### src/rtl/aspr_pkg.sv
package aspr_pkg;

    localparam int SAMPLE_W = 24;
    localparam int NB       = $clog2(SAMPLE_W + 1);
    localparam int SHORT_W  = 16;

    typedef logic [SAMPLE_W-1:0] sample_t;
    typedef logic [NB-1:0]       bitcnt_t;

    typedef enum logic [1:0] {
        FMT_RJ  = 2'b00,
        FMT_LJ  = 2'b01,
        FMT_I2S = 2'b10,
        FMT_DSP = 2'b11
    } fmt_e;

    typedef struct packed {
        fmt_e       fmt;
        logic [1:0] wlen;
        logic       sck_inv;
        logic       ws_pol;
    } cfg_t;

    // One sampled serial bit in the system clock domain
    typedef struct packed {
        logic stb;
        logic ws;
        logic sd;
    } serbit_t;

    // One completed channel word
    typedef struct packed {
        logic    emit;
        logic    right;
        sample_t data;
    } word_t;

    function automatic bitcnt_t wl_bits(logic [1:0] code);
        case (code)
            2'b00:   return bitcnt_t'(16);
            2'b01:   return bitcnt_t'(20);
            default: return bitcnt_t'(SAMPLE_W);
        endcase
    endfunction

    // Keep the low n bits of v and move them to the top of the sample
    function automatic sample_t left_align(sample_t v, bitcnt_t n);
        sample_t m;
        if (n >= bitcnt_t'(SAMPLE_W)) m = '1;
        else                          m = (sample_t'(1) << n) - sample_t'(1);
        return (v & m) << (bitcnt_t'(SAMPLE_W) - n);
    endfunction

endpackage

### src/rtl/aspr_edge_sync.sv
module aspr_edge_sync
    import aspr_pkg::*;
#(
    parameter int STAGES = 2
) (
    input  logic    clk,
    input  logic    rst,
    input  logic    sck,
    input  logic    ws,
    input  logic    sd,
    input  logic    sck_inv,
    output serbit_t bit_o
);
    logic [STAGES-1:0] sck_q, ws_q, sd_q;
    logic              eff, eff_d;

    always_ff @(posedge clk) begin
        if (rst) begin
            sck_q <= '0;
            ws_q  <= '0;
            sd_q  <= '0;
            eff_d <= 1'b0;
        end else begin
            sck_q <= {sck_q[STAGES-2:0], sck};
            ws_q  <= {ws_q[STAGES-2:0], ws};
            sd_q  <= {sd_q[STAGES-2:0], sd};
            eff_d <= eff;
        end
    end

    // All three inputs share the same delay, so their relative timing is kept
    assign eff       = sck_q[STAGES-1] ^ sck_inv;
    assign bit_o.stb = eff & ~eff_d;
    assign bit_o.ws  = ws_q[STAGES-1];
    assign bit_o.sd  = sd_q[STAGES-1];

    // a sampling edge yields a single-cycle strobe
    p_stb_single_r6: assert property (@(posedge clk) disable iff (rst)
        bit_o.stb |=> !bit_o.stb);

endmodule

### src/rtl/aspr_frame_meter.sv
module aspr_frame_meter
    import aspr_pkg::*;
#(
    parameter int CNT_W = 6
) (
    input  logic             clk,
    input  logic             rst,
    input  serbit_t          bit_i,
    output logic             trans_o,
    output logic             ws_prev_o,
    output logic             rose_o,
    output logic [CNT_W-1:0] idx_o,
    output logic             force16_o
);
    localparam logic [CNT_W-1:0] CNT_MAX = '1;
    localparam logic [CNT_W-1:0] HALF16  = CNT_W'(SHORT_W);

    logic [CNT_W-1:0] cnt_q, prev_q;
    logic             ws_q, f16_q;

    assign trans_o   = bit_i.stb && (bit_i.ws != ws_q);
    assign rose_o    = trans_o && bit_i.ws;
    assign idx_o     = trans_o ? '0 : cnt_q;
    assign ws_prev_o = ws_q;
    assign force16_o = f16_q;

    always_ff @(posedge clk) begin
        if (rst) begin
            cnt_q  <= '0;
            prev_q <= '0;
            ws_q   <= 1'b0;
            f16_q  <= 1'b0;
        end else if (bit_i.stb) begin
            ws_q  <= bit_i.ws;
            cnt_q <= (idx_o == CNT_MAX) ? idx_o : idx_o + 1'b1;
            if (trans_o) begin
                prev_q <= cnt_q;
                f16_q  <= (cnt_q == HALF16) && (prev_q == HALF16);
            end
        end
    end

    // the short-frame decision only moves at a frame-clock change
    p_f16_stable_r8: assert property (@(posedge clk) disable iff (rst)
        !trans_o |=> $stable(force16_o));

endmodule

### src/rtl/aspr_word_capture.sv
module aspr_word_capture
    import aspr_pkg::*;
#(
    parameter int CNT_W = 6
) (
    input  logic             clk,
    input  logic             rst,
    input  cfg_t             cfg_i,
    input  serbit_t          bit_i,
    input  logic             trans_i,
    input  logic             ws_prev_i,
    input  logic             rose_i,
    input  logic [CNT_W-1:0] idx_i,
    input  logic             force16_i,
    output word_t            word_o
);
    sample_t hist_q, acc_q, acc_nx;
    bitcnt_t n_q, n_nx, wl_eff;
    logic    active_q, right_q, pend_q;
    logic    left_lvl, start_now, start_ch;
    word_t   word_q;

    always_comb begin
        wl_eff   = force16_i ? bitcnt_t'(SHORT_W) : wl_bits(cfg_i.wlen);
        left_lvl = (cfg_i.fmt == FMT_I2S) ? cfg_i.ws_pol : ~cfg_i.ws_pol;
        acc_nx   = {acc_q[SAMPLE_W-2:0], bit_i.sd};
        n_nx     = n_q + 1'b1;
        start_ch = (cfg_i.fmt != FMT_DSP) && (bit_i.ws != left_lvl);
        case (cfg_i.fmt)
            FMT_LJ:  start_now = bit_i.stb && (idx_i == CNT_W'(0));
            FMT_I2S: start_now = bit_i.stb && (idx_i == CNT_W'(1));
            FMT_DSP: start_now = cfg_i.ws_pol ? rose_i : (bit_i.stb && pend_q);
            default: start_now = 1'b0;
        endcase
    end

    always_ff @(posedge clk) begin
        if (rst) begin
            hist_q   <= '0;
            acc_q    <= '0;
            n_q      <= '0;
            active_q <= 1'b0;
            right_q  <= 1'b0;
            pend_q   <= 1'b0;
            word_q   <= '0;
        end else begin
            word_q.emit <= 1'b0;
            if (bit_i.stb) begin
                hist_q <= {hist_q[SAMPLE_W-2:0], bit_i.sd};
                pend_q <= rose_i;
                if (cfg_i.fmt == FMT_RJ) begin
                    active_q <= 1'b0;
                    // The half just ended: its last bits sit in the history
                    if (trans_i) begin
                        word_q.emit  <= 1'b1;
                        word_q.right <= (ws_prev_i != left_lvl);
                        word_q.data  <= left_align(hist_q, wl_eff);
                    end
                end else if (start_now) begin
                    // A new word starts; flush a short word still in progress
                    if (active_q && n_q != '0) begin
                        word_q.emit  <= 1'b1;
                        word_q.right <= right_q;
                        word_q.data  <= left_align(acc_q, n_q);
                    end
                    acc_q    <= {{(SAMPLE_W-1){1'b0}}, bit_i.sd};
                    n_q      <= bitcnt_t'(1);
                    right_q  <= start_ch;
                    active_q <= 1'b1;
                end else if (active_q) begin
                    acc_q <= acc_nx;
                    if (n_nx == wl_eff) begin
                        word_q.emit  <= 1'b1;
                        word_q.right <= right_q;
                        word_q.data  <= left_align(acc_nx, n_nx);
                        n_q          <= '0;
                        if (cfg_i.fmt == FMT_DSP && !right_q) right_q  <= 1'b1;
                        else                                   active_q <= 1'b0;
                    end else begin
                        n_q <= n_nx;
                    end
                end
            end
        end
    end

    assign word_o = word_q;

    // a finished word is announced for one cycle only
    p_emit_pulse_r10: assert property (@(posedge clk) disable iff (rst)
        word_q.emit |=> !word_q.emit);

    // the bit count of a word in progress stays within the sample width
    p_count_bound_r5: assert property (@(posedge clk) disable iff (rst)
        active_q |-> (n_q <= bitcnt_t'(SAMPLE_W)));

endmodule

### src/rtl/aspr_rx.sv
module aspr_rx
    import aspr_pkg::*;
#(
    parameter int SYNC_STAGES = 2,
    parameter int CNT_W       = 6
) (
    input  logic                clk,
    input  logic                rst,
    input  logic                bit_clk,
    input  logic                frame_clk,
    input  logic                ser_data,
    input  logic [1:0]          fmt_sel,
    input  logic [1:0]          wlen_sel,
    input  logic                bclk_inv,
    input  logic                frame_pol,
    output logic [SAMPLE_W-1:0] left_data,
    output logic [SAMPLE_W-1:0] right_data,
    output logic                sample_valid
);
    cfg_t             cfg;
    serbit_t          sbit;
    word_t            word;
    logic             trans, ws_prev, rose, force16;
    logic [CNT_W-1:0] idx;
    sample_t          l_hold_q, l_out_q, r_out_q;
    logic             valid_q;

    assign cfg.fmt     = fmt_e'(fmt_sel);
    assign cfg.wlen    = wlen_sel;
    assign cfg.sck_inv = bclk_inv;
    assign cfg.ws_pol  = frame_pol;

    aspr_edge_sync #(.STAGES(SYNC_STAGES)) u_sync (
        .clk     (clk),
        .rst     (rst),
        .sck     (bit_clk),
        .ws      (frame_clk),
        .sd      (ser_data),
        .sck_inv (cfg.sck_inv),
        .bit_o   (sbit)
    );

    aspr_frame_meter #(.CNT_W(CNT_W)) u_meter (
        .clk       (clk),
        .rst       (rst),
        .bit_i     (sbit),
        .trans_o   (trans),
        .ws_prev_o (ws_prev),
        .rose_o    (rose),
        .idx_o     (idx),
        .force16_o (force16)
    );

    aspr_word_capture #(.CNT_W(CNT_W)) u_capture (
        .clk       (clk),
        .rst       (rst),
        .cfg_i     (cfg),
        .bit_i     (sbit),
        .trans_i   (trans),
        .ws_prev_i (ws_prev),
        .rose_i    (rose),
        .idx_i     (idx),
        .force16_i (force16),
        .word_o    (word)
    );

    always_ff @(posedge clk) begin
        if (rst) begin
            l_hold_q <= '0;
            l_out_q  <= '0;
            r_out_q  <= '0;
            valid_q  <= 1'b0;
        end else begin
            valid_q <= 1'b0;
            if (word.emit) begin
                if (word.right) begin
                    l_out_q <= l_hold_q;
                    r_out_q <= word.data;
                    valid_q <= 1'b1;
                end else begin
                    l_hold_q <= word.data;
                end
            end
        end
    end

    assign left_data    = l_out_q;
    assign right_data   = r_out_q;
    assign sample_valid = valid_q;

    // the strobe is one cycle wide
    p_valid_pulse_r10: assert property (@(posedge clk) disable iff (rst)
        sample_valid |=> !sample_valid);

    // sample outputs move only together with the strobe
    p_out_hold_r10: assert property (@(posedge clk) disable iff (rst)
        (!$stable(left_data) || !$stable(right_data)) |-> sample_valid);

    // 16-bit words leave the low byte of both outputs clear
    p_pad16_r5: assert property (@(posedge clk) disable iff (rst)
        (sample_valid && wlen_sel == 2'b00) |->
            (left_data[SAMPLE_W-SHORT_W-1:0] == '0 && right_data[SAMPLE_W-SHORT_W-1:0] == '0));

endmodule

### config.mk
export PLATFORM = sky130hd
export DESIGN_NAME = aspr_rx
export DESIGN_NICKNAME = d
export VERILOG_FILES = /design/src/rtl/aspr_pkg.sv /design/src/rtl/aspr_edge_sync.sv /design/src/rtl/aspr_frame_meter.sv /design/src/rtl/aspr_word_capture.sv /design/src/rtl/aspr_rx.sv
export SDC_FILE = /design/constraint.sdc
export NUM_CORES = 1
export LEC_CHECK = 0
export BUFFER_PORTS_ARGS = -buffer_cell sky130_fd_sc_hd__clkbuf_2
export CORE_MARGIN = 2
export CORE_UTILIZATION = 50
export DETAILED_ROUTE_END_ITERATION = 10
export GPL_ROUTABILITY_DRIVEN = 0
export PLACE_DENSITY = 0.7
export RECOVER_POWER = 50
export REMOVE_ABC_BUFFERS = 1
export SETUP_SLACK_MARGIN = 0.1
export SYNTH_ARGS = -nofsm -noshare
export SYNTH_HDL_FRONTEND = slang
export SYNTH_HIERARCHICAL = 1
export SYNTH_SLANG_ARGS = --single-unit
### constraint.sdc
create_clock -name clk -period 4.6 [get_ports clk]
set_input_delay 0.23 -clock clk [delete_from_list [all_inputs] [get_ports clk]]
set_output_delay 0.23 -clock clk [all_outputs]
set_load 0.03 [all_outputs]
; Word-level counts from Yosys, hierarchy flattened
; Cells that the tools add are included.
[word_totals]
reg_bits = 176
input_bits = 11
output_inout_bits = 49
wordCells = 137
[op_classes]
n_addsub = 8
magnitude_cmp = 3
eq_ne = 15
shifts = 6
mux = 46
bitwise_logic = 11
n_reduce_logical = 27
[op_table]
columns = cell, n
row1 = 24-bit two-way mux, 20
row2 = 26-bit two-way mux, 6
row3 = 24-bit bitwise AND, 3
row4 = 1-bit by 5-bit left shift with 24-bit output (first input constant), 3
row5 = 24-bit by 5-bit left shift with 24-bit output, 3
row6 = 24-bit by 1-bit subtractor with 24-bit output (second input constant), 3
row7 = 5-bit >= comparator (second input constant), 3
row8 = 5-bit two-way mux, 3
row9 = 5-bit subtractor (first input constant), 3
row10 = 6-bit by 5-bit equality test with 1-bit output (second input constant), 2
row11 = 1-bit two-way mux, 12
row12 = 6-bit two-way mux, 2
row13 = 5-bit AND reduction, 2
row14 = 1-bit logical AND, 9
row15 = 4-bit one-hot mux with 2 select lines, 1
row16 = 6-bit by 1-bit adder with 6-bit output (second input constant), 1
row17 = 6-bit by 1-bit equality test with 1-bit output (second input constant), 1
row18 = 6-bit equality test (second input constant), 1
row19 = 6-bit zero test, 1
row20 = 1-bit NOT, 6
row21 = 2-bit AND reduction, 3
row22 = 2-bit nonzero test, 3
row23 = 3-bit nonzero test, 2
row24 = 5-bit by 1-bit adder with 5-bit output (second input constant), 1
row25 = other kinds (15), 22

; Logic depth before layout (Yosys ltp)
; Gate-level depths: netlist of run 1.
[logic_depth]
word_depth = 17
ltp_mapped = 20
depth_no_buf = 14

; Hierarchy
; The synthesis of run 1 kept the hierarchy.
[by_module_without_submodules]
columns = mod, n_inst, cells_per_inst, area_per_inst_um2, seq_area_each_um2
row1 = aspr_word_capture, 1, 1260, 9303.9, 1641.6
row2 = aspr_rx, 1, 263, 2969.1, 1461.4
row3 = aspr_frame_meter, 1, 89, 757.0, 280.3
row4 = aspr_edge_sync, 1, 18, 209.0, 140.1

; Worst setup path after synthesis of run 1
; Ideal clock, no wire load.
[synth_timing]
kind = register -> register
from = register u_capture.n_q[0]
to = register u_capture.word_q, in the netlist u_capture/word_o[23]
setup_time_ns = 0.130
arrival_ns = 4.433
required_ns = 4.470
setup_slack_ns = 0.037
path_stages_with_launch = 21
path_buffers = 6
period_less_slack_ns = 4.563
cell_sequence = dfxtp_1 > buf_4 > inv_1 > buf_1 > buf_1 > clkbuf_1 > ha_1 > ha_1 > buf_2 > nand2_1 > ha_1 > buf_2 > or4b_2 > a32o_1 > o21ai_1 > mux2i_1 > mux4_2 > o21ai_0 > a31oi_1 > o221ai_1 > o211ai_1
[synth_between]
elab_chain_cells = 16
word_cells_on_any_way = 37
cone_classes = 5 x add/sub / 2 x order compare / 2 x eq/ne / 4 x shift / 18 x mux / 2 x bitwise / 4 x reduce/logical
[synth_rtl]
columns = item, line
row1 = "start, declared", aspr_word_capture.sv:18  ; bitcnt_t n_q, n_nx, wl_eff;
row2 = "start signal, assigned", aspr_word_capture.sv:67  ; n_q <= bitcnt_t'(1);
row3 = "start signal, assigned", aspr_word_capture.sv:80  ; n_q <= n_nx;
row4 = 5-bit by 1-bit adder with 5-bit output, aspr_word_capture.sv:27  ; n_nx = n_q + 1'b1;
row5 = 1-bit by 5-bit left shift with 24-bit output, aspr_pkg.sv:50  ; else m = (sample_t'(1) << n) - sample_t'(1);
row6 = 24-bit by 1-bit subtractor with 24-bit output, aspr_pkg.sv:50
row7 = 24-bit two-way mux, aspr_pkg.sv:49  ; if (n >= bitcnt_t'(SAMPLE_W)) m = '1;
row8 = 24-bit two-way mux, aspr_word_capture.sv:72  ; if (n_nx == wl_eff) begin
row9 = 24-bit two-way mux, aspr_word_capture.sv:70  ; end else if (active_q) begin
row10 = 24-bit two-way mux, aspr_word_capture.sv:59  ; end else if (start_now) begin
row11 = 24-bit two-way mux, aspr_word_capture.sv:51  ; if (cfg_i.fmt == FMT_RJ) begin
row12 = 24-bit two-way mux, aspr_word_capture.sv:48  ; if (bit_i.stb) begin
row13 = 24-bit two-way mux, aspr_word_capture.sv:38  ; if (rst) begin
row14 = 24-bit bitwise AND, aspr_pkg.sv:51  ; return (v & m) << (bitcnt_t'(SAMPLE_W) - n);
row15 = 24-bit by 5-bit left shift with 24-bit output, aspr_pkg.sv:51
row16 = 26-bit two-way mux, aspr_word_capture.sv:72
row17 = 26-bit two-way mux, aspr_word_capture.sv:70
row18 = 26-bit two-way mux, aspr_word_capture.sv:59
row19 = 26-bit two-way mux, aspr_word_capture.sv:51
row20 = "end, declared", aspr_word_capture.sv:21  ; word_t word_q;
; Several ways; a longest one is shown, not always the timed one. The select of a mux whose other input is x is not followed.
; A chain may end at the register's enable or synchronous reset.

; Worst setup path after layout of run 1
[layout_timing]
from = register u_capture.n_q[1]
to = register u_capture.word_q, in the netlist u_capture/word_o[10]
; The elaborated chain is that of the path after synthesis.

==> flow_metrics.env, run 1 <==
export IMPL_status="finished with violations"
export IMPL_violations="max-capacitance violations, max-slew violations"
export IMPL_worst_pin_slew_ns=1.99
export IMPL_finalPower_mw=3.65
export IMPL_dr_pass1_iters=6
export IMPL_placed_cell_area_sq_um=13600
export IMPL_clk_pin_slew_ns=0.09
export IMPL_ir_drop_mv=0.270
export IMPL_insertion_delay_ns=0.44
export IMPL_antenna_left=0
export IMPL_num_vias=13100
export IMPL_crit_arrival_ns=4.44
export IMPL_max_slew_margin=-0.329
export IMPL_r2r_setup_slack_ns=0.42
export IMPL_globalRouteMet3Util=0.0649
export IMPL_synth_cell_types=126
export IMPL_grt_pass1_vias=11900
export IMPL_worstPathRequired_ns=4.85
export IMPL_rsz0062_at_grt="false"
export IMPL_leakage_nw=5.09
export IMPL_hold_violations=0
export IMPL_die_w_microns=167
export IMPL_skew_ns=0.0173
export IMPL_post_cts_setup_buffers=0
export IMPL_synth_most_common_cell="dfxtp_1"
export IMPL_grt_ovfl_total=0
export IMPL_ys_ff_latch=176
export IMPL_cp_common_cell="ha_1"
export IMPL_avgSynthCellArea_sq_um=8.12
export IMPL_drcViolationCount=0
export IMPL_path_delay_family="compound AO/OA/AOI/OAI gates"
export IMPL_ys_top_cells_by_area="dfxtp_1, mux2i_1, nand2b_1, nor2_1, a21oi_1"
export IMPL_critPathMaxFanout=11
export IMPL_clk_path_buf_depth=2
export IMPL_syn_area_sq_um=13200
export IMPL_grtUsageMet1=0.388
export IMPL_grt_pass1_wl_microns=65800
export IMPL_synth_top_flop_cell="dfxtp_1"
export IMPL_first_iter_violations=1918
export IMPL_row_count=59
export IMPL_busiest_layer="met2"
export IMPL_fillerInstances=2416
export IMPL_grt_max_degree=121
export IMPL_clock_sinks=176
export IMPL_drive_gt1_frac=0.110
export IMPL_fin_crit_ns=4.18
export IMPL_synth_edff_count=0
export IMPL_fp_dieH_microns=167
export IMPL_ios=60
export IMPL_dp_cells=1932
export IMPL_grtUsageTotal=0.291
export IMPL_fin_area_sq_um=14200
export IMPL_synth_seq_area_share=0.266
export IMPL_crit_type="flip-flop to flip-flop"
export IMPL_p_per_area_nw_per_um2=257
export IMPL_slowest_stage="a2111oi_0"
export IMPL_ys_warn_count=6
export IMPL_period_share=0.909
export IMPL_areaGrowthSynthToFinish_pct=7.05
export IMPL_hp_class="input port to flip-flop"
export IMPL_vias_per_cell=6.65
export IMPL_cts_buffers=17
export IMPL_dieArea_sq_um=27800
export IMPL_postSynth_asyncResetShare=0
export IMPL_finalSetupViolations=0
export IMPL_hpwlAfterDp_microns=30400
export IMPL_drv_cap=3
export IMPL_netlist_area_leader_share=0.266
export IMPL_cts_root_buf="clkbuf_16"
export IMPL_crit_path_max_incr_delay_ns=0.67
export IMPL_diodes=0
export IMPL_antenna_found_initial=0
export IMPL_htreeDepth=4
export IMPL_synthCells=1630
export IMPL_fmax_mhz=239
export IMPL_post_drt_wl_per_cell_microns=21.2
export IMPL_layout_nets=1648
export IMPL_port_buffers=59
export IMPL_crit_buf_inv=1
export IMPL_grt_met2_usage=0.435
export IMPL_cp_cell_sequence="inv_1 -> ha_1 -> ha_1 -> nand2_1 -> ha_1 -> or4b_2 -> a32o_1 -> o21ai_1 -> mux2_2 -> a21oi_1 -> a21o_1 -> a2111oi_0 -> a311oi_1"
export IMPL_slew_viol_final=107
export IMPL_synth_area_leader_cell="dfxtp_1"
export IMPL_cp_start_kind="flip-flop"
export IMPL_utilization=0.544
export IMPL_initial_core_util=0.508
export IMPL_core_area_sq_um=26100
export IMPL_cp_end_kind="flip-flop"
export IMPL_cts_tree="yes"
export IMPL_yosys_top_cells_count="dfxtp_1, nor2_1, nand2_1"
export IMPL_fin_cells=1966
export IMPL_drt_wl_total_microns=41700
[power by group]
| part | switching (mW) | internal [mW] | leakage [nW] |
|---|---|---|---|
| Clock | 0.795 | 0.763 | 0.308 |
| Sequential | 0.0126 | 1.53 | 1.42 |
| Combinational | 0.365 | 0.181 | 3.37 |
[worst register-to-register path: stages, from the launching register on]
cell and delay, ns:
dfxtp_2 0.47, inv_1 0.11, ha_1 0.21, ha_1 0.22, nand2_1 0.13, ha_1 0.36, or4b_2 0.62, a32o_1 0.22
o21ai_1 0.26, mux2_2 0.23, a21oi_1 0.09, a21o_1 0.23, a2111oi_0 0.67, a311oi_1 0.18
[through the flow]
stage | hold WS, ns | setup TNS (ns) | setup WS, ns
floorplan | 0.298 | -63.06 | -1.70
global placement | 0.419 | 0 | 0.472
detailed placement | 0.422 | 0 | 0.348
CTS | 0.00217 | 0 | 0.326
global route | 0.0175 | 0 | 0.253
finish | 0.00916 | 0 | 0.418
[what timing repair did]
item	CTS	global route
resized for setup	0	4
hold buffers	2	0
endpoints found under the hold margin	2	0
setup endpoints to repair	0	6
[cell usage in the layout (no fill, tap or decap), types with 9 or more instances in the layout]
cell         n
nor4_1      10
a32oi_1      9
or3_1       10
nor2b_1     22
dfxtp_1    174
xnor2_1     13
a311oi_1    14
clkbuf_2     9
nor3_1      49
nor2_1     136
o211ai_1    29
and2_1      23
inv_1       24
xor2_1       9
buf_4       39
clkbuf_1    52
o21ai_0     60
o221ai_1    11
ha_1        18
mux2i_1    128
a31oi_1     22
mux2_2      13
nand2_1    131
a21oi_1     99
o31ai_1     20
o21ai_1     18
clkbuf_16   17
o21a_1      15
nand3_1     60
o211a_1      9
a211oi_1    17
nand2b_1   111
[registers in the layout (all words and copies together) (netlist names), 2 cells and up]
| register | flops |
|---|---|
| l_hold_q | 24 |
| u_sync/sd_q | 2 |
| u_sync/ws_q | 2 |
| u_sync/sck_q | 2 |
| u_capture/n_q | 5 |
| u_meter/prev_q | 6 |
| u_meter/cnt_q | 6 |
| u_capture/hist_q | 24 |
| left_data | 24 |
| right_data | 24 |
| u_capture/acc_q | 24 |
| u_capture/word_o | 26 |
[layer usage]
| metal | share of wire | routed length (microns) |
|---|---|---|
| met1 | 0.41 | 17100 |
| met3 | 0.11 | 4410 |
| met4 | 0.061 | 2530 |
| met2 | 0.42 | 17700 |
| met5 | 0 | 0 |
[final timing paths]
check                                 startpoint  cells past startpoint                   end
worst max-delay path            u_capture/n_q[1]                     13  u_capture/word_o[10]
worst min-delay path                    ser_data                      2        u_sync/sd_q[0]
worst min register to register   u_sync/sck_q[0]                      1       u_sync/sck_q[1]
worst max register to register  u_capture/n_q[1]                     13  u_capture/word_o[10]
[final cells by class]
cell class | count | area [sq um] | share of cell area
clock inverters | 15 | 220 | 0.0155
inverters | 31 | 116 | 0.00821
flip-flops and latches | 176 | 3530 | 0.249
multi-input cells | 1289 | 8900 | 0.628
repair buffers | 103 | 564 | 0.0398
clock buffers | 17 | 425 | 0.0300
well taps | 335 | 419 | 0.0296
[cells by family after synthesis]
| kind of cell | count (synthesis) | synth area share |
|---|---|---|
| flops | 176 | 0.266 |
| simple gates | 633 | 0.253 |
| fa+ha+maj | 19 | 0.0180 |
| compound gates | 462 | 0.257 |
| buf+inv | 165 | 0.0622 |
| xor+xnor | 26 | 0.0216 |
| mux | 149 | 0.121 |
Power figures use the tool's default switching activity.
==> run 2: changes to the inputs <==
CORE_UTILIZATION = 30   (was 50)
PLACE_DENSITY = unset   (was 0.7)
==> run 2 against run 1 <==
Compared with the run above: the flow still finishes with violations (max-capacitance violations, max-slew violations); worst hold slack lost 0.0029 ns; critical path depth grew 1; sequential power is essentially flat; clock power shrank 3%; largest power group is now sequential cells; sequential cell count is the same; wire length grew 8.0%; clock-buffer cell count grew 1; die area grew 65%; total power shrank 1.1%; critical endpoint is now u_capture/word_o[23]; largest cell class unchanged; core utilization shrank 21 points; critical path type unchanged.
==> flow_metrics.env, run 2 (same netlist as run 1, synthesis figures left out) <==
export IMPL_status="finished with violations"
export IMPL_violations="max-capacitance violations, max-slew violations"
export IMPL_r2r_start="u_capture/n_q[1]"
export IMPL_finalSetupViolations=0
export IMPL_clock_sinks=176
export IMPL_htreeDepth=4
export IMPL_p_per_area_nw_per_um2=251
export IMPL_final_seq_area_sq_um=3530
export IMPL_fmax_mhz=232
export IMPL_crit_arrival_ns=4.60
export IMPL_layout_nets=1641
export IMPL_cts_buffers=17
export IMPL_grtUsageTotal=0.188
export IMPL_ir_drop_mv=0.257
export IMPL_drv_cap=2
export IMPL_hp_class="input port to flip-flop"
export IMPL_fp_dieH_microns=214
export IMPL_startpoint="u_capture/n_q[1]"
export IMPL_cp_end_kind="flip-flop"
export IMPL_grtUsageMet1=0.254
export IMPL_busiest_layer="met2"
export IMPL_antenna_found_initial=0
export IMPL_layout_common_cells="dfxtp_1, nor2_1, nand2_1"
export IMPL_final_common_cell="dfxtp_1"
export IMPL_setup_tns_ns=0
export IMPL_multiInputGateArea_sq_um=8900
export IMPL_ios=60
export IMPL_grt_max_degree=155
export IMPL_largest_register_ff_count=26
export IMPL_drcViolationCount=0
export IMPL_drive_gt1_frac=0.107
export IMPL_clk_pin_slew_ns=0.08
export IMPL_max_slew_margin=-0.348
export IMPL_hpwlAfterDp_microns=32600
export IMPL_core_area_sq_um=43400
export IMPL_rsz0062_at_grt="false"
export IMPL_post_cts_setup_buffers=0
export IMPL_row_count=76
export IMPL_worst_pin_slew_ns=2.02
export IMPL_worstPathRequired_ns=4.90
export IMPL_vias_per_cell=5.98
export IMPL_grt_met2_usage=0.285
export IMPL_initial_core_util=0.305
export IMPL_slew_viol_final=63
export IMPL_crit_type="flip-flop to flip-flop"
export IMPL_fin_area_sq_um=14400
export IMPL_drt_wl_total_microns=45000
export IMPL_globalRouteMet3Util=0.0428
export IMPL_fillerInstances=4614
export IMPL_finalPower_mw=3.61
export IMPL_cts_tree="yes"
export IMPL_areaGrowthSynthToFinish_pct=8.71
export IMPL_leakage_nw=5.07
export IMPL_insertion_delay_ns=0.44
export IMPL_dr_pass1_iters=9
export IMPL_cp_start_kind="flip-flop"
export IMPL_diodes=0
export IMPL_dp_cells=2177
export IMPL_first_iter_violations=1713
export IMPL_fin_crit_ns=4.30
export IMPL_period_share=0.935
export IMPL_cts_root_buf="clkbuf_16"
export IMPL_fin_cells=2209
export IMPL_utilization=0.332
export IMPL_num_vias=13200
export IMPL_placed_cell_area_sq_um=13900
export IMPL_grt_pass1_wl_microns=70200
export IMPL_clk_path_buf_depth=2
export IMPL_min_from="frame_clk"
export IMPL_post_drt_wl_per_cell_microns=20.4
export IMPL_port_buffers=59
export IMPL_critPathMaxFanout=11
export IMPL_skew_ns=0.0170
export IMPL_antenna_left=0
export IMPL_dieArea_sq_um=45800
export IMPL_grt_pass1_vias=12000
export IMPL_die_w_microns=214
export IMPL_grt_ovfl_total=0
export IMPL_hold_violations=0
run 2: what timing repair did:
item / 4_1_cts / 5_1_grt
resized for setup: 0 / 4
endpoints found under the setup margin: 0 / 11
hold buffers: 0 / 0
run 2: worst max-delay path: stages (launching register included):
cell and delay (ns):
dfxtp_2 0.47, inv_1 0.10, ha_1 0.21, ha_1 0.33, nand2_1 0.18, ha_1 0.37, or4b_2 0.62, a32o_1 0.23
o21ai_1 0.25, mux2i_1 0.19, mux4_2 0.56, o21ai_0 0.19, a31oi_1 0.06, o221ai_1 0.25, o211ai_1 0.14
run 2: area by class of cell:
cell class              count  area share
multi-input cells        1289       0.618
flip-flops and latches    176       0.245
clock buffers              18      0.0305
clock inverters            14      0.0117
repair buffers             96      0.0357
inverters                  31     0.00808
well taps                 585      0.0509
run 2: power breakdown:
part	leakage, nW	switching, mW	internal [mW]
logic	3.35	0.371	0.178
registers	1.42	0.0134	1.53
clock network	0.296	0.768	0.750
run 2: path summary, 6_finish.rpt:
check | endpoint | cells after the start | slack (ns)
max | u_capture/word_o[23] | 14 | 0.30
min | u_sync/ws_q[0] | 2 | 0.006
max reg2reg | u_capture/word_o[23] | 14 | 0.30
min reg2reg | u_sync/sck_q[1] | 1 | 0.43
run 2: per-stage QoR:
stage	hold WS, ns	setup slack, ns
after floorplan	0.298	-1.70
final	0.00621	0.298
after detailed placement	0.425	0.212
after CTS	0.00252	0.180
after global routing	0.0140	0.124
after global placement	0.416	0.437
run 2: per-layer routing:
metal  up-vias  wire length, microns
li1       5998                     -
met1      6267                 19200
met2       784                 19200
met3       170                  4290
met4         0                  2360
met5         -                     0
==> run 3: changes to the inputs <==
clock period = 4.97 ns   (was 4.6 ns; I/O delays follow)
==> run 3 against run 2 <==
Compared with the run above: the run still ends with max-capacitance violations, max-slew violations left; sequential share of layout area decreased by 0.055 points; first-iteration DRC count up 4.4%; clock skew down 0.0022 ns; via count shrank 1.1%; critical endpoint is now u_capture/word_o[19].
==> flow_metrics.env, run 3 (same netlist as run 1, synthesis figures left out) <==
export IMPL_power_switching_mw=1.12
export IMPL_hp_class="input port to flip-flop"
export IMPL_ir_drop_mv=0.198
export IMPL_dr_pass1_iters=6
export IMPL_switching_share=0.327
export IMPL_status="finished with violations"
export IMPL_hpwlAfterDp_microns=32500
export IMPL_worst_r2r_endpoint="u_capture/word_o[19]"
export IMPL_fin_crit_ns=4.43
export IMPL_grt_pass1_vias=12000
export IMPL_hold_violations=0
export IMPL_clock_sinks=176
export IMPL_rsz0062_at_grt="false"
export IMPL_critPathMaxFanout=13
export IMPL_cts_resized=0
export IMPL_drt_wl_total_microns=44400
export IMPL_ios=60
export IMPL_r2r_start="u_capture/n_q[1]"
export IMPL_clk_pin_slew_ns=0.09
export IMPL_insertion_delay_ns=0.45
export IMPL_vias_per_cell=5.92
export IMPL_cts_tree="yes"
export IMPL_drive_gt1_frac=0.105
export IMPL_dieArea_sq_um=45800
export IMPL_postCtsHoldBufs=0
export IMPL_crit_type="flip-flop to flip-flop"
export IMPL_largest_register_ff_count=26
export IMPL_initial_core_util=0.305
export IMPL_leakage_nw=5.08
export IMPL_num_vias=13100
export IMPL_drcViolationCount=0
export IMPL_final_common_cell="dfxtp_1"
export IMPL_worst_pin_slew_ns=2.03
export IMPL_finalPower_mw=3.42
export IMPL_max_slew_margin=-0.359
export IMPL_die_w_microns=214
export IMPL_grtUsageTotal=0.186
export IMPL_finalSetupViolations=0
export IMPL_cp_start_kind="flip-flop"
export IMPL_antenna_found_initial=0
export IMPL_whs_endpoint="u_sync/sck_q[0]"
export IMPL_startpoint="u_capture/n_q[1]"
export IMPL_p_seq_frac=0.418
export IMPL_fillerInstances=4582
export IMPL_p_per_area_nw_per_um2=237
export IMPL_first_iter_violations=1789
export IMPL_port_buffers=59
export IMPL_worstPathRequired_ns=5.34
export IMPL_cts_root_buf="clkbuf_16"
export IMPL_htreeDepth=4
export IMPL_skew_ns=0.0147
export IMPL_cts_buffers=17
export IMPL_p_comb_frac=0.148
export IMPL_fmax_mhz=226
export IMPL_period_share=0.892
export IMPL_row_count=76
export IMPL_antenna_left=0
export IMPL_grt_ovfl_total=0
export IMPL_min_from="bit_clk"
export IMPL_layout_nets=1640
export IMPL_core_area_sq_um=43400
export IMPL_violations="max-capacitance violations, max-slew violations"
export IMPL_layout_common_cells="dfxtp_1, nor2_1, nand2_1"
export IMPL_cp_end_kind="flip-flop"
export IMPL_crit_arrival_ns=4.81
export IMPL_post_cts_setup_buffers=0
export IMPL_holdWs_ns=0.0329
export IMPL_grt_pass1_wl_microns=69500
export IMPL_r2r_worst_path_cells=14
export IMPL_grt_max_degree=155
export IMPL_diodes=0
export IMPL_r2r_setup_slack_ns=0.54
export IMPL_slew_viol_final=63
export IMPL_fp_dieH_microns=214
export IMPL_drv_cap=2
export IMPL_p_int_mw=2.30
export IMPL_min_path_cells=2
export IMPL_clk_path_buf_depth=2
export IMPL_areaGrowthSynthToFinish_pct=8.92
export IMPL_pwr_share_clk=0.434
export IMPL_post_drt_wl_per_cell_microns=20.1
[run 3: area by class of cell]
class | count | area (sq um) | share of cell area
clock buffers | 17 | 425 | 0.0295
repair buffers | 95 | 507 | 0.0351
flip-flops and latches | 176 | 3520 | 0.244
clock inverters | 15 | 225 | 0.0156
multi-input cells | 1289 | 8890 | 0.616
inverters | 31 | 116 | 0.00807
well taps | 585 | 732 | 0.0508
[run 3: stage by stage]
stage,util,instances,worst slack (ns),setup TNS (ns),cell area [sq um]
global route,0.333,2208,0.207,0,14400
finish,0.333,2208,0.536,0,14400
global placement,0.319,2176,0.723,0,13800
detailed placement,0.319,2176,0.668,0,13800
floorplan,-,1496,-1.33,-41.97,12500
CTS,0.334,2208,0.623,0,14500
[run 3: how the worst max path moves through the flow]
stage | end | slack, ns | cells after the start
3_3_place_gp | u_capture/word_o[19] | 0.72 | 14
4_1_cts | u_capture/word_o[14] | 0.62 | 14
2_1_floorplan | u_capture/word_o[23] | -1.33 | 14
6_report | u_capture/word_o[19] | 0.54 | 14
3_5_place_dp | u_capture/word_o[19] | 0.67 | 14
5_1_grt | u_capture/word_o[22] | 0.21 | 14
[run 3: power groups by stage]
stage,clock network (mW),registers [mW],logic (mW)
final,1.48,1.43,0.506
after global routing,1.57,1.43,0.542
after CTS,1.52,1.43,0.492
after detailed placement,0,1.46,0.489
after global placement,0,1.46,0.486
after floorplan,0,1.47,0.331
[run 3: critical path, stage by stage, from the launching register on]
cell and delay [ns]:
dfxtp_1 0.58, ha_1 0.41, ha_1 0.39, inv_1 0.09
ha_1 0.23, buf_4 0.20, or4_4 0.45, a21oi_4 0.24
a21oi_1 0.13, o221ai_1 0.30, a32oi_1 0.21, a22o_1 0.33
a221oi_1 0.39, o2bb2ai_1 0.20, a31oi_1 0.19
[run 3: metal layers]
metal | GRT usage | wire length [microns] | share of wire
met4 | 0.0771 | 1850 | 0.042
met5 | 0 | 0 | 0
met1 | 0.255 | 19400 | 0.44
met3 | 0.0362 | 4060 | 0.091
met2 | 0.287 | 19100 | 0.43
